==> src/rtl/dio_regbank.sv <==
module dio_regbank (
  input  logic        clk,
  input  logic        rst_n,
  input  logic [1:0]  bus_addr,
  input  logic        bus_wr,
  input  logic        bus_rd,
  input  logic [3:0]  bus_be,
  input  logic [31:0] bus_wdata,
  output logic [31:0] bus_rdata,
  output logic [23:0] out_lines,
  input  logic [23:0] iso_in,
  input  logic [7:0]  ttl_in,
  output logic [7:0]  ttl_out,
  output logic        ttl_oe,
  input  logic        irq_pin,
  output logic        board_reset,
  output logic [3:0]  cos_clr_wr,
  output logic        cos_en_wr,
  output logic [31:0] cos_wdata,
  input  logic [31:0] cos_status,
  input  logic [7:0]  cos_enable
);

  logic [23:0] out_q;
  logic [7:0]  ttl_q;
  logic [7:0]  ctl_q;
  logic [23:0] iso_s1, iso_s2;
  logic [7:0]  ttl_s1, ttl_s2;
  logic [31:0] rd_word;

  wire wr_w0 = bus_wr && (bus_addr == 2'd0);
  wire wr_w2 = bus_wr && (bus_addr == 2'd2);
  wire wr_w3 = bus_wr && (bus_addr == 2'd3);

  assign board_reset = wr_w3 && bus_be[3];
  assign cos_clr_wr  = {4{wr_w2}} & bus_be;
  assign cos_en_wr   = wr_w3 && bus_be[2];
  assign cos_wdata   = bus_wdata;

  assign out_lines = out_q;
  assign ttl_out   = ttl_q;
  assign ttl_oe    = ctl_q[1];

  always_ff @(posedge clk) begin
    if (!rst_n || board_reset) begin
      out_q <= '0;
      ttl_q <= '0;
      ctl_q <= '0;
    end else begin
      for (int i = 0; i < 3; i++)
        if (wr_w0 && bus_be[i]) out_q[8*i +: 8] <= bus_wdata[8*i +: 8];
      if (wr_w0 && bus_be[3] && ctl_q[1]) ttl_q <= bus_wdata[31:24];
      if (wr_w3 && bus_be[0]) ctl_q <= bus_wdata[7:0];
    end
  end

  always_ff @(posedge clk) begin
    if (!rst_n) begin
      iso_s1 <= '0;
      iso_s2 <= '0;
      ttl_s1 <= '0;
      ttl_s2 <= '0;
    end else begin
      iso_s1 <= iso_in;
      iso_s2 <= iso_s1;
      ttl_s1 <= ttl_in;
      ttl_s2 <= ttl_s1;
    end
  end

  always_comb begin
    case (bus_addr)
      2'd0:    rd_word = {ttl_q, out_q};
      2'd1:    rd_word = {ttl_s2, iso_s2};
      2'd2:    rd_word = cos_status;
      default: rd_word = {7'b0, irq_pin, cos_enable, 8'h00, ctl_q};
    endcase
  end

  always_ff @(posedge clk) begin
    if (!rst_n) bus_rdata <= '0;
    else if (bus_rd) bus_rdata <= rd_word;
  end

endmodule

==> config.mk <==
export PLATFORM = sky130hd
export DESIGN_NAME = dio_regbank
export DESIGN_NICKNAME = d
export VERILOG_FILES = /design/src/rtl/dio_regbank.sv
export SDC_FILE = /design/constraint.sdc
export NUM_CORES = 1
export LEC_CHECK = 0
export BUFFER_PORTS_ARGS = -buffer_cell sky130_fd_sc_hd__buf_4
export CAP_MARGIN = 20
export CORE_AREA = 2 2 101 112
export CTS_CLUSTER_DIAMETER = 200
export DETAILED_ROUTE_END_ITERATION = 8
export DIE_AREA = 0 0 103 114
export PLACE_DENSITY = 0.84
export SYNTH_ARGS = -nofsm -noshare
export SYNTH_HDL_FRONTEND = slang
export SYNTH_SLANG_ARGS = --single-unit
==> constraint.sdc <==
create_clock -name clk -period 2.5 [get_ports clk]
set_clock_uncertainty 0.2 [all_clocks]
set_input_delay 0.375 -clock clk [delete_from_list [all_inputs] [get_ports clk]]
set_output_delay 0.375 -clock clk [all_outputs]
set_load 0.01 [all_outputs]
# Word level (Yosys, flattened, before mapping)
# Cells that the tools add are included.
# totals
regBits	136
out_inout_bits	103
# classes
n_eq_ne	3
mux	1
bitwise	1
reduce_logical	14
# op_table
operator	count
case mux 32 bit (3 select lines)	1
logical AND 1 bit	11
AND 4 bit	1
== test 2 bit, second input constant	2
== test 2 x 1 -> 1 bit, second input constant	1
logical NOT 2 bit	1
logical NOT 1 bit	1
logical OR 1 bit	1

# Depth between registers and ports, before layout
# Gate-level depths: netlist of run 1.
# logic_depth
ltp_word	4
ltp_mapped	5

# Worst setup path after synthesis of run 1
# Ideal clock, no wire load.
# synth_timing
path_kind	input port to output port
from	input port bus_addr[0]
to	output port cos_clr_wr[0]
arrival_ns	1.041
slack_ns	0.884
stages	4
path_cell_list	buf_4 > clkbuf_1 > nand2b_1 > nor2_1
# synth_via
elab_chain_len	3
# synth_lines
element	line_no	text
start, declared	4	input logic [1:0] bus_addr,
== test 2 bit	32	wire wr_w2 = bus_wr && (bus_addr == 2'd2);
logical AND 1 bit	32	
AND 4 bit	36	assign cos_clr_wr = {4{wr_w2}} & bus_be;
end, declared	17	output logic [3:0] cos_clr_wr,
# Every way passes these cells.

# Final worst setup path of run 1
# layout_timing
from	register ctl_q[1]
to	output port ttl_oe
# layout_lines
element	line_no	text
start, declared	26	logic [7:0] ctl_q;
start signal, assigned	53	if (wr_w3 && bus_be[0]) ctl_q <= bus_wdata[7:0];
end, declared	14	output logic ttl_oe,
# No word-level cell between the ends.

==> run metrics, run 1 <==
Initial Utilization=50.4%; CTS tree=done; Worst-path clk slew=60 ps; synth-to-layout area growth=42.6%; Startpoint Class=flip-flop; relative slew slack=47.0%; Final period util=71.0%; routed vias=4523; post-synthesis sequential area ratio=50.4%; GRT overflow=0; post-synthesis simple-gate area fraction=18.7%; pre-CTS WS=467 ps; Routed Antenna Nets=0; Rows=40; syn avg cell area=10.1 um^2; worst vdd ir=0.000466 V; DRC Markers=0; die area=11700 um^2; leakage=0.00337 uW; Final Hold Fails=0; peak per-stage delay on the critical path=590 ps; cells after synthesis=532; CTS Sinks=136; 1st-pass router iterations=5; final setup fails=0; Worst Hold Path Cells=3; filler instances=798; Post-CTS Setup Inserts=0; Yosys reg bits=136; R2R Setup Slk=1080 ps; RSZ-0062 raised after global routing=no; Crit. End Element=output port; commonest cells after routing, fill and taps aside=buf_4 (220), dfxtp_1 (136), mux2i_1 (73); Detailed Place HPWL=9950 um; post-synth cell types=30; Reg-to-Reg End=ttl_out[7]; Worst Hold Launch=bus_wdata[8]; RePlAce Congestion=0.866; Adder-Cell Fraction of Synth Area=0%; Area contributors post-synth=dfxtp_1 (50%), mux2i_1 (14%), and2_1 (7.4%); r2r worst-path depth=3; CTS root buf=clkbuf_16; vias in the first global route=4588; Final WS setup=726 ps; layout cells sized above 1=35.2%; cell area power density=686 nW/um^2; Die W=103 um; fmax=0.564 GHz; Post-Synth XOR/XNOR Area=0%; synth warn=0; crit-path cells=buf_4; post-synthesis mux area share=13.5%; Post-Syn Area=5400 um^2; CP top delay family=flip-flops; clk buf depth=2; largest net degree at the start of global routing=65; TNS Setup=0 ps; global-route wire length before repair=22700 um; Pins Over Slew Limit=0; Num CTS Buffers=17; antenna diode count=0; Hold Crit Class=input port to flip-flop; vias per cell=5.05; clk_lat worst skew=410 ps; GR Util All Layers=25.3%; maxcap violations=0; Worst path slowest cell=dfxtp_1; core area=10700 um^2; Syn Nets=647; crit path max fanout=12; Cell Area, Placed=6800 um^2; Post-Place Cells=831; io pins=218; Yosys top cell area share=50.4%; Data required, critical path=1920 ps; area of all placed cells without fillers=7700 um^2; final-stage net count=850; WP data arrival=1200 ps; routed len/inst=16.5 um; Hold Crit Endpoint=out_lines[8]; status=finished clean; # port buffers=217; initial antenna violation count=0; Compound-Gate Fraction of Synth Area=8.34%; Total Wirelength=14700 um; leading area contributor after synthesis=dfxtp_1; H-Tree Level Count=4; CP Buf/Inv Count=1; commonest non-fill, non-tap cell in the layout=buf_4; crit path time final=1770 ps; Worst Tran Pin Value=792 ps; largest family of logic cells by synthesized area=simple AND/OR/NAND/NOR gates; fin cells=895; height of the die=114 um; initial drt markers=189; Critical R2R Launch=ctl_q[1]; CP Class=flip-flop to output port
==> kinds of logic after synthesis <==
| logic type | after synthesis |
|---|---|
| simple gates | 179 |
| mux | 73 |
| compound gates | 73 |
| buf+inv | 71 |
| flops | 136 |
==> per-layer routing <==
layer | part of all wire, % | vias to the layer above | global-route usage [%]
met3 | 5.2 | 39 | 6.00
met5 | 0 | - | 0
met1 | 40 | 2140 | 30.5
met2 | 51 | 153 | 41.8
li1 | - | 2191 | -
met4 | 3.3 | 0 | 13.0
==> worst max path at each step <==
| stage | from | to | cells after the start |
|---|---|---|---|
| global route | ctl_q[1] | ttl_oe | 1 |
| detailed placement | rst_n | bus_rdata[24] | 3 |
| finish | ctl_q[1] | ttl_oe | 1 |
| global placement | rst_n | bus_rdata[24] | 3 |
| CTS | ctl_q[1] | ttl_oe | 1 |
| floorplan | bus_addr[0] | cos_clr_wr[0] | 4 |
==> through the flow <==
| step | utilization, % | hold WS [ps] | total power, uW |
|---|---|---|---|
| floorplan | - | 212 | 2620 |
| global placement | 63.5 | 214 | 2860 |
| detailed placement | 63.5 | 217 | 2880 |
| CTS | 71.9 | 0.00533 | 5310 |
| global route | 71.9 | 12.8 | 5460 |
| finish | 71.9 | 9.05 | 5280 |
==> repair_timing <==
item | in CTS | in global routing
setup endpoints to repair | 0 | 0
hold buffers | 32 | 0
hold endpoints to repair | 32 | 0
gates resized for setup | 0 | 0
==> cells in the mapped netlist, drive strengths merged <==
library cell  number
o221ai            17
nor2              30
nand2b             1
inv                1
dfxtp            136
nand3b            18
a21oi             17
buf               53
and4               1
and4bb             4
or2               14
nor2b              1
o21ai             24
nand2             35
nand4bb            1
mux2i             73
a31oi             14
clkbuf            17
nand3              9
and2              64
nand4              1
a2bb2oi            1
==> area by class of cell <==
class	instances	area [um^2]	share of cell area [%]
sequential	136	2720	35.4
multi-input combinational	325	2200	28.6
timing repair buffer	254	2010	26.1
clock buffer	20	447	5.80
tap	147	184	2.39
clock inverter	12	128	1.66
inverter	1	3.75	0.0488
==> sequential cells by signal (all words and copies together) (netlist names) <==
register   flops
ttl_out        8
iso_s2        24
ttl_s1         8
ttl_s2         8
out_lines     24
ctl_q          8
bus_rdata     32
iso_s1        24
==> where the power goes <==
| group | total, uW | internal, uW | switching (uW) |
|---|---|---|---|
| Combinational | 587 | 329 | 258 |
| Clock | 2400 | 1490 | 915 |
| Sequential | 2290 | 2250 | 36.3 |
| Total | 5280 | 4070 | 1210 |
Power figures use the tool's default switching activity.
==> run 2, diff against run 1 <==
--- a/config.mk
+++ b/config.mk
@@ -7,11 +7,11 @@
 export LEC_CHECK = 0
 export BUFFER_PORTS_ARGS = -buffer_cell sky130_fd_sc_hd__buf_4
 export CAP_MARGIN = 20
-export CORE_AREA = 2 2 101 112
+export CORE_AREA = 2 2 105 117
 export CTS_CLUSTER_DIAMETER = 200
 export DETAILED_ROUTE_END_ITERATION = 8
-export DIE_AREA = 0 0 103 114
-export PLACE_DENSITY = 0.84
+export DIE_AREA = 0 0 107 119
+export PLACE_DENSITY = 0.78
 export SYNTH_ARGS = -nofsm -noshare
 export SYNTH_HDL_FRONTEND = slang
 export SYNTH_SLANG_ARGS = --single-unit
==> constraint.sdc (replaced) <==
create_clock -name clk -period 1.8 [get_ports clk]
set_clock_uncertainty 0.2 [all_clocks]
set_input_delay 0.27 -clock clk [delete_from_list [all_inputs] [get_ports clk]]
set_output_delay 0.27 -clock clk [all_outputs]
set_load 0.01 [all_outputs]
==> run 2 against run 1 <==
- cell count grew 7.4%
- flip-flop and latch count is the same
- sequential share of layout area shrank 2.7 points
- utilization shrank 0.80 points
- combinational power grew 61%
- register-to-register slack lost 830 ps
- routed wire length grew 12%
- clock-buffer cell count shrank 3
- critical path type is now input port to flip-flop
- highest routed layer unchanged
- global-route usage grew 0.34 points
==> run metrics, run 2 (synthesis gave the netlist of run 1 again) <==
layout cells sized above 1=33.5% (-1.7 points); Total Wirelength=16500 um (+12%); relative slew slack=68.9% (+22 points); Largest register FFs=32 (unchanged); Routed Antenna Nets=0 (unchanged); # port buffers=217 (unchanged); GR Util All Layers=25.7% (+0.34 points); crit path max fanout=33 (+21); Die W=107 um (+3.9%); GRT overflow=0 (unchanged); Post-CTS Setup Inserts=0 (unchanged); core area=11700 um^2 (+9.4%); Final period util=96.1%; maxcap violations=0 (unchanged); Worst path slowest cell=dlygate4sd3_1; Worst Tran Pin Value=465 ps (-327 ps); initial drt markers=177 (-6.3%); initial antenna violation count=0 (unchanged); commonest cells after routing, fill and taps aside=buf_4 (223), dfxtp_1 (136), dlygate4sd3_1 (86); r2r worst-path depth=3 (unchanged); largest net degree at the start of global routing=48 (-26%); final-stage net count=909 (+6.9%); Hold Crit Class=input port to flip-flop; leakage=0.00365 uW (+8.4%); crit path time final=1730 ps; WP data arrival=1820 ps (+620 ps); Reg-to-Reg End=bus_rdata[19]; crit-path cells=buf_4 -> buf_12 -> mux2i_1 -> o221ai_1 -> dlygate4sd3_1; H-Tree Level Count=4 (unchanged); Final Hold Fails=0 (unchanged); routed len/inst=17.1 um (+4.1%); CP Class=input port to flip-flop; Worst Hold Launch=cos_enable[0]; status=finished clean; RePlAce Congestion=0.867 (+0.15%); R2R Setup Slk=250 ps (-830 ps); die area=12700 um^2 (+8.4%); Rows=42 (+5.0%); fmax=0.578 GHz; Fin Hold WS=17.5 ps (+8.49 ps); io pins=218 (unchanged); cell area power density=902 nW/um^2 (+31%); vias per cell=5.11 (+1.0%); global-route wire length before repair=25400 um (+12%); worst vdd ir=0.000606 V (+30%); Crit. End Element=flip-flop; RSZ-0062 raised after global routing=no; Worst-path clk slew=60 ps (about the same); antenna diode count=0 (unchanged); Detailed Place HPWL=10100 um (+1.9%); Initial Utilization=46.1% (-4.3 points); vias in the first global route=5090 (+11%); CP top delay family=buffers and inverters; synth-to-layout area growth=54.3%; CP Buf/Inv Count=3 (+2); CTS Sinks=136 (unchanged); largest register by flop count=bus_rdata; DRC Markers=0 (unchanged); Data required, critical path=1890 ps (-30 ps); clk_lat worst skew=410 ps (about the same); filler instances=803 (+0.63%); peak per-stage delay on the critical path=590 ps (about the same); clk buf depth=2 (unchanged); CTS root buf=clkbuf_16; Worst Hold Path Cells=3 (unchanged); Pins Over Slew Limit=0 (unchanged); Critical R2R Launch=out_lines[19]; commonest non-fill, non-tap cell in the layout=buf_4; TNS Setup=0 ps (unchanged); Startpoint Class=input port; height of the die=119 um (+4.4%); Hold Crit Endpoint=bus_rdata[16]; total power=7510 uW (+42%); CTS tree=done; 1st-pass router iterations=5 (unchanged); routed vias=4906 (+8.5%); Num CTS Buffers=17 (unchanged); final setup fails=0 (unchanged)
## run 2: cell types whose count changed in the layout (fill, tap and decap cells not counted), sizes merged
| cell | previous run | this run |
|---|---|---|
| dlygate4sd3 | 32 | 86 |
| inv | 1 | 8 |
| buf | 222 | 227 |
| clkbuf | 20 | 17 |
| clkinvlp | 4 | 2 |
| bufinv | 2 | 1 |
| clkinv | 6 | 5 |
## run 2: power breakdown
part	total, uW	internal, uW	switching, uW
logic	946	546	399
registers	3180	3130	53.9
clock network	3380	1960	1420
## run 2: metal layers
layer,track usage [%],up-vias,wire [um]
met5,0,-,0
met4,14.6,0,672
met3,5.97,57,1040
met2,43.8,216,8210
met1,29.2,2312,6550
li1,-,2321,-
## run 2: how the worst max path moves through the flow
stage / from / endpoint / slack (ps) / cells after the start
finish: bus_addr[1] / bus_rdata[19] / 70 / 5
detailed placement: bus_addr[1] / out_lines[18] / 150 / 4
global route: bus_addr[1] / bus_rdata[19] / 10 / 5
CTS: rst_n / bus_rdata[19] / 80 / 4
global placement: bus_addr[1] / out_lines[23] / 200 / 4
floorplan: bus_addr[0] / cos_clr_wr[0] / 390 / 4
## run 2: timing repair
item,in CTS,in global routing
hold buffers,86,0
setup endpoints to repair,0,5
gates resized for setup,0,1
hold endpoints to repair,88,0
## run 2: area by class of cell
class                   count  area, um^2  area share, %
clock buffers              17         425           5.11
clock inverters            15         160           1.92
inverters                   1        3.75         0.0451
multi-input cells         325        2210           26.5
flip-flops and latches    136        2720           32.7
well taps                 154         193           2.31
repair buffers            313        2620           31.4
## run 2: metrics by stage
| stage | util [%] | worst slack (ps) | instance area [um^2] | instances |
|---|---|---|---|---|
| 6_report | 71.1 | 69.7 | 8330 | 961 |
| 5_1_grt | 71.1 | 13.9 | 8330 | 961 |
| 4_1_cts | 71.0 | 82.5 | 8320 | 961 |
| 3_5_place_dp | 58.7 | 155 | 6870 | 843 |
| 3_3_place_gp | 58.7 | 198 | 6870 | 843 |
| 2_1_floorplan | - | 394 | 5400 | 532 |
## run 2: worst register-to-register path: stages, from the launching register on
cell           delay, ps
dfxtp_1              340
mux2i_1              160
o221ai_1             150
dlygate4sd3_1        590
==> run 3, diff against run 2 <==
--- a/config.mk
+++ b/config.mk
@@ -7,11 +7,12 @@
 export LEC_CHECK = 0
 export BUFFER_PORTS_ARGS = -buffer_cell sky130_fd_sc_hd__buf_4
 export CAP_MARGIN = 20
-export CORE_AREA = 2 2 105 117
+export CORE_AREA = 2 2 110 112
 export CTS_CLUSTER_DIAMETER = 200
 export DETAILED_ROUTE_END_ITERATION = 8
-export DIE_AREA = 0 0 107 119
+export DIE_AREA = 0 0 112 114
 export PLACE_DENSITY = 0.78
+export RECOVER_POWER = 25
 export SYNTH_ARGS = -nofsm -noshare
 export SYNTH_HDL_FRONTEND = slang
 export SYNTH_SLANG_ARGS = --single-unit
==> run 3 against run 2 <==
- hold slack improved by 2.8 ps
- global-route usage down 1.6 points
- first-iteration DRC count up 14%
- via count down 2.8%
- sequential power is essentially flat
- routed wire length is 4.0% lower
- final area up 0.26%
- worst setup slack got worse by 34 ps
- register-to-register slack hardly changed
- critical path type unchanged
- critical endpoint is now bus_rdata[18]
- largest power group unchanged
==> run metrics, run 3 (synthesis gave the netlist of run 1 again) <==
Hold Crit Class=input port to flip-flop; area of the multi-input gates=2210 um^2 (+0.17%); largest net degree at the start of global routing=41 (-15%); met1 GRT Util=26.7% (-2.5 points); busiest grt layer=met2; crit path max fanout=1 (-97%); clk_lat worst skew=410 ps (about the same); register area=2720 um^2 (unchanged); Data required, critical path=1900 ps (about the same); commonest non-fill, non-tap cell in the layout=buf_4; Crit. End Element=flip-flop; vias per cell=5.00 (-2.0%); crit-path cells=dlygate4sd3_1 -> buf_4 -> mux2i_2 -> o221ai_1 -> dlygate4sd3_1; Startpoint Class=input port; routed len/inst=16.6 um (-3.2%); met2 usage=43.6% (-0.15 points); H-Tree Level Count=4 (unchanged); Pins Over Slew Limit=0 (unchanged); largest register by flop count=bus_rdata; Final WS setup=36.0 ps (-33.7 ps); CP Class=input port to flip-flop; Worst path slowest cell=dlygate4sd3_1; Fin Hold WS=20.3 ps (+2.78 ps); Worst Hold Path Cells=3 (unchanged); Worst-path clk slew=60 ps (about the same); WP data arrival=1860 ps (+40 ps); # port buffers=217 (unchanged); crit path time final=1760 ps (+33.7 ps); Worst Tran Pin Value=661 ps (+196 ps); Post-Place Cells=839 (-0.47%); io pins=218 (unchanged); met3 Use GR=5.84% (-0.12 points); Routed Antenna Nets=0 (unchanged); relative slew slack=55.9% (-13 points); layout cells sized above 1=33.6% (+0.17 points); Final period util=98.0% (+1.9 points); clk buf depth=2 (unchanged); status=finished clean; synth-to-layout area growth=54.7%; CP Buf/Inv Count=3 (unchanged); RePlAce Congestion=0.807 (-6.9%); maxcap violations=0 (unchanged); pre-CTS WS=101 ps (-54.0 ps); 1st-pass router iterations=5 (unchanged); final-stage net count=908 (-0.11%); GRT overflow=0 (unchanged); r2r worst-path depth=3 (unchanged); antenna diode count=0 (unchanged); Die W=112 um (+4.7%); CP Depth=5 (unchanged); initial drt markers=202 (+14%); DRC Markers=0 (unchanged); GR Util All Layers=24.1% (-1.6 points); RSZ-0062 raised after global routing=no; peak per-stage delay on the critical path=590 ps (about the same); Detailed Place HPWL=10100 um (about the same); die area=12800 um^2 (+0.27%); Rows=40 (-4.8%); vias in the first global route=4849 (-4.7%); initial antenna violation count=0 (unchanged); CTS root buf=clkbuf_16; cell area power density=959 nW/um^2 (+6.4%); Largest register FFs=32 (unchanged); filler instances=853 (+6.2%); fin cells=953 (-0.83%); TNS Setup=0 ps (unchanged); core area=11700 um^2 (about the same); CP most frequent cell=dlygate4sd3_1; Num CTS Buffers=17 (unchanged); CP top delay family=buffers and inverters; height of the die=114 um (-4.2%); final setup fails=0 (unchanged); fmax=0.567 GHz (-1.9%); Final Hold Fails=0 (unchanged); routed vias=4769 (-2.8%); commonest cells after routing, fill and taps aside=buf_4 (222), dfxtp_1 (136), dlygate4sd3_1 (82); Total Wirelength=15800 um (-4.0%); global-route wire length before repair=24100 um (-4.9%); CTS tree=done; Cell Area, Placed=6850 um^2 (-0.35%); CTS Sinks=136 (unchanged); leakage=0.00365 uW (about the same); worst vdd ir=0.000653 V (+7.9%); Initial Utilization=46.1% (about the same); area of all placed cells without fillers=8350 um^2 (+0.26%)
-- run 3: cell type report --
cell class	instances	area share (%)
repair buffers	312	30.6
flip-flops and latches	136	32.6
multi-input cells	325	26.5
clock inverters	10	2.26
well taps	147	2.20
clock buffers	22	5.80
inverters	1	0.0450
-- run 3: worst register-to-register path: stages, from the launching register on --
cell and delay (ps):
dfxtp_1 340, mux2i_2 190, o221ai_1 130, dlygate4sd3_1 590
-- run 3: stage by stage --
stage | util, % | power (uW)
after floorplan | - | 3640
after detailed placement | 58.5 | 4010
after CTS | 71.3 | 8050
after global placement | 58.5 | 3990
final | 71.3 | 8010
after global routing | 71.3 | 8260
-- run 3: what timing repair did --
item,in CTS,in global routing
hold buffers,82,0
endpoints found under the hold margin,86,0
endpoints found under the setup margin,0,4
gates resized for setup,0,3
buffers inserted,0,0
-- run 3: power by group --
part / leakage, uW / internal [uW] / total (uW) / switching (uW)
sequential: 0.00112 / 3130 / 3180 / 50.7
clock: 0.000327 / 2610 / 3910 / 1290
combinational: 0.00221 / 533 / 920 / 387
-- run 3: final timing paths --
path                  startpoint             to  slack (ps)
hold / removal    cos_status[23]  bus_rdata[23]          20
setup / recovery  cos_status[18]  bus_rdata[18]          40
setup reg to reg   out_lines[18]  bus_rdata[18]         240
hold reg to reg       iso_s1[10]     iso_s2[10]         230
-- run 3: metal layers --
metal / wire length (um) / vias up
met5: 0 / -
met1: 6300 / 2248
met2: 8210 / 170
met3: 760 / 44
li1: - / 2307
met4: 537 / 0
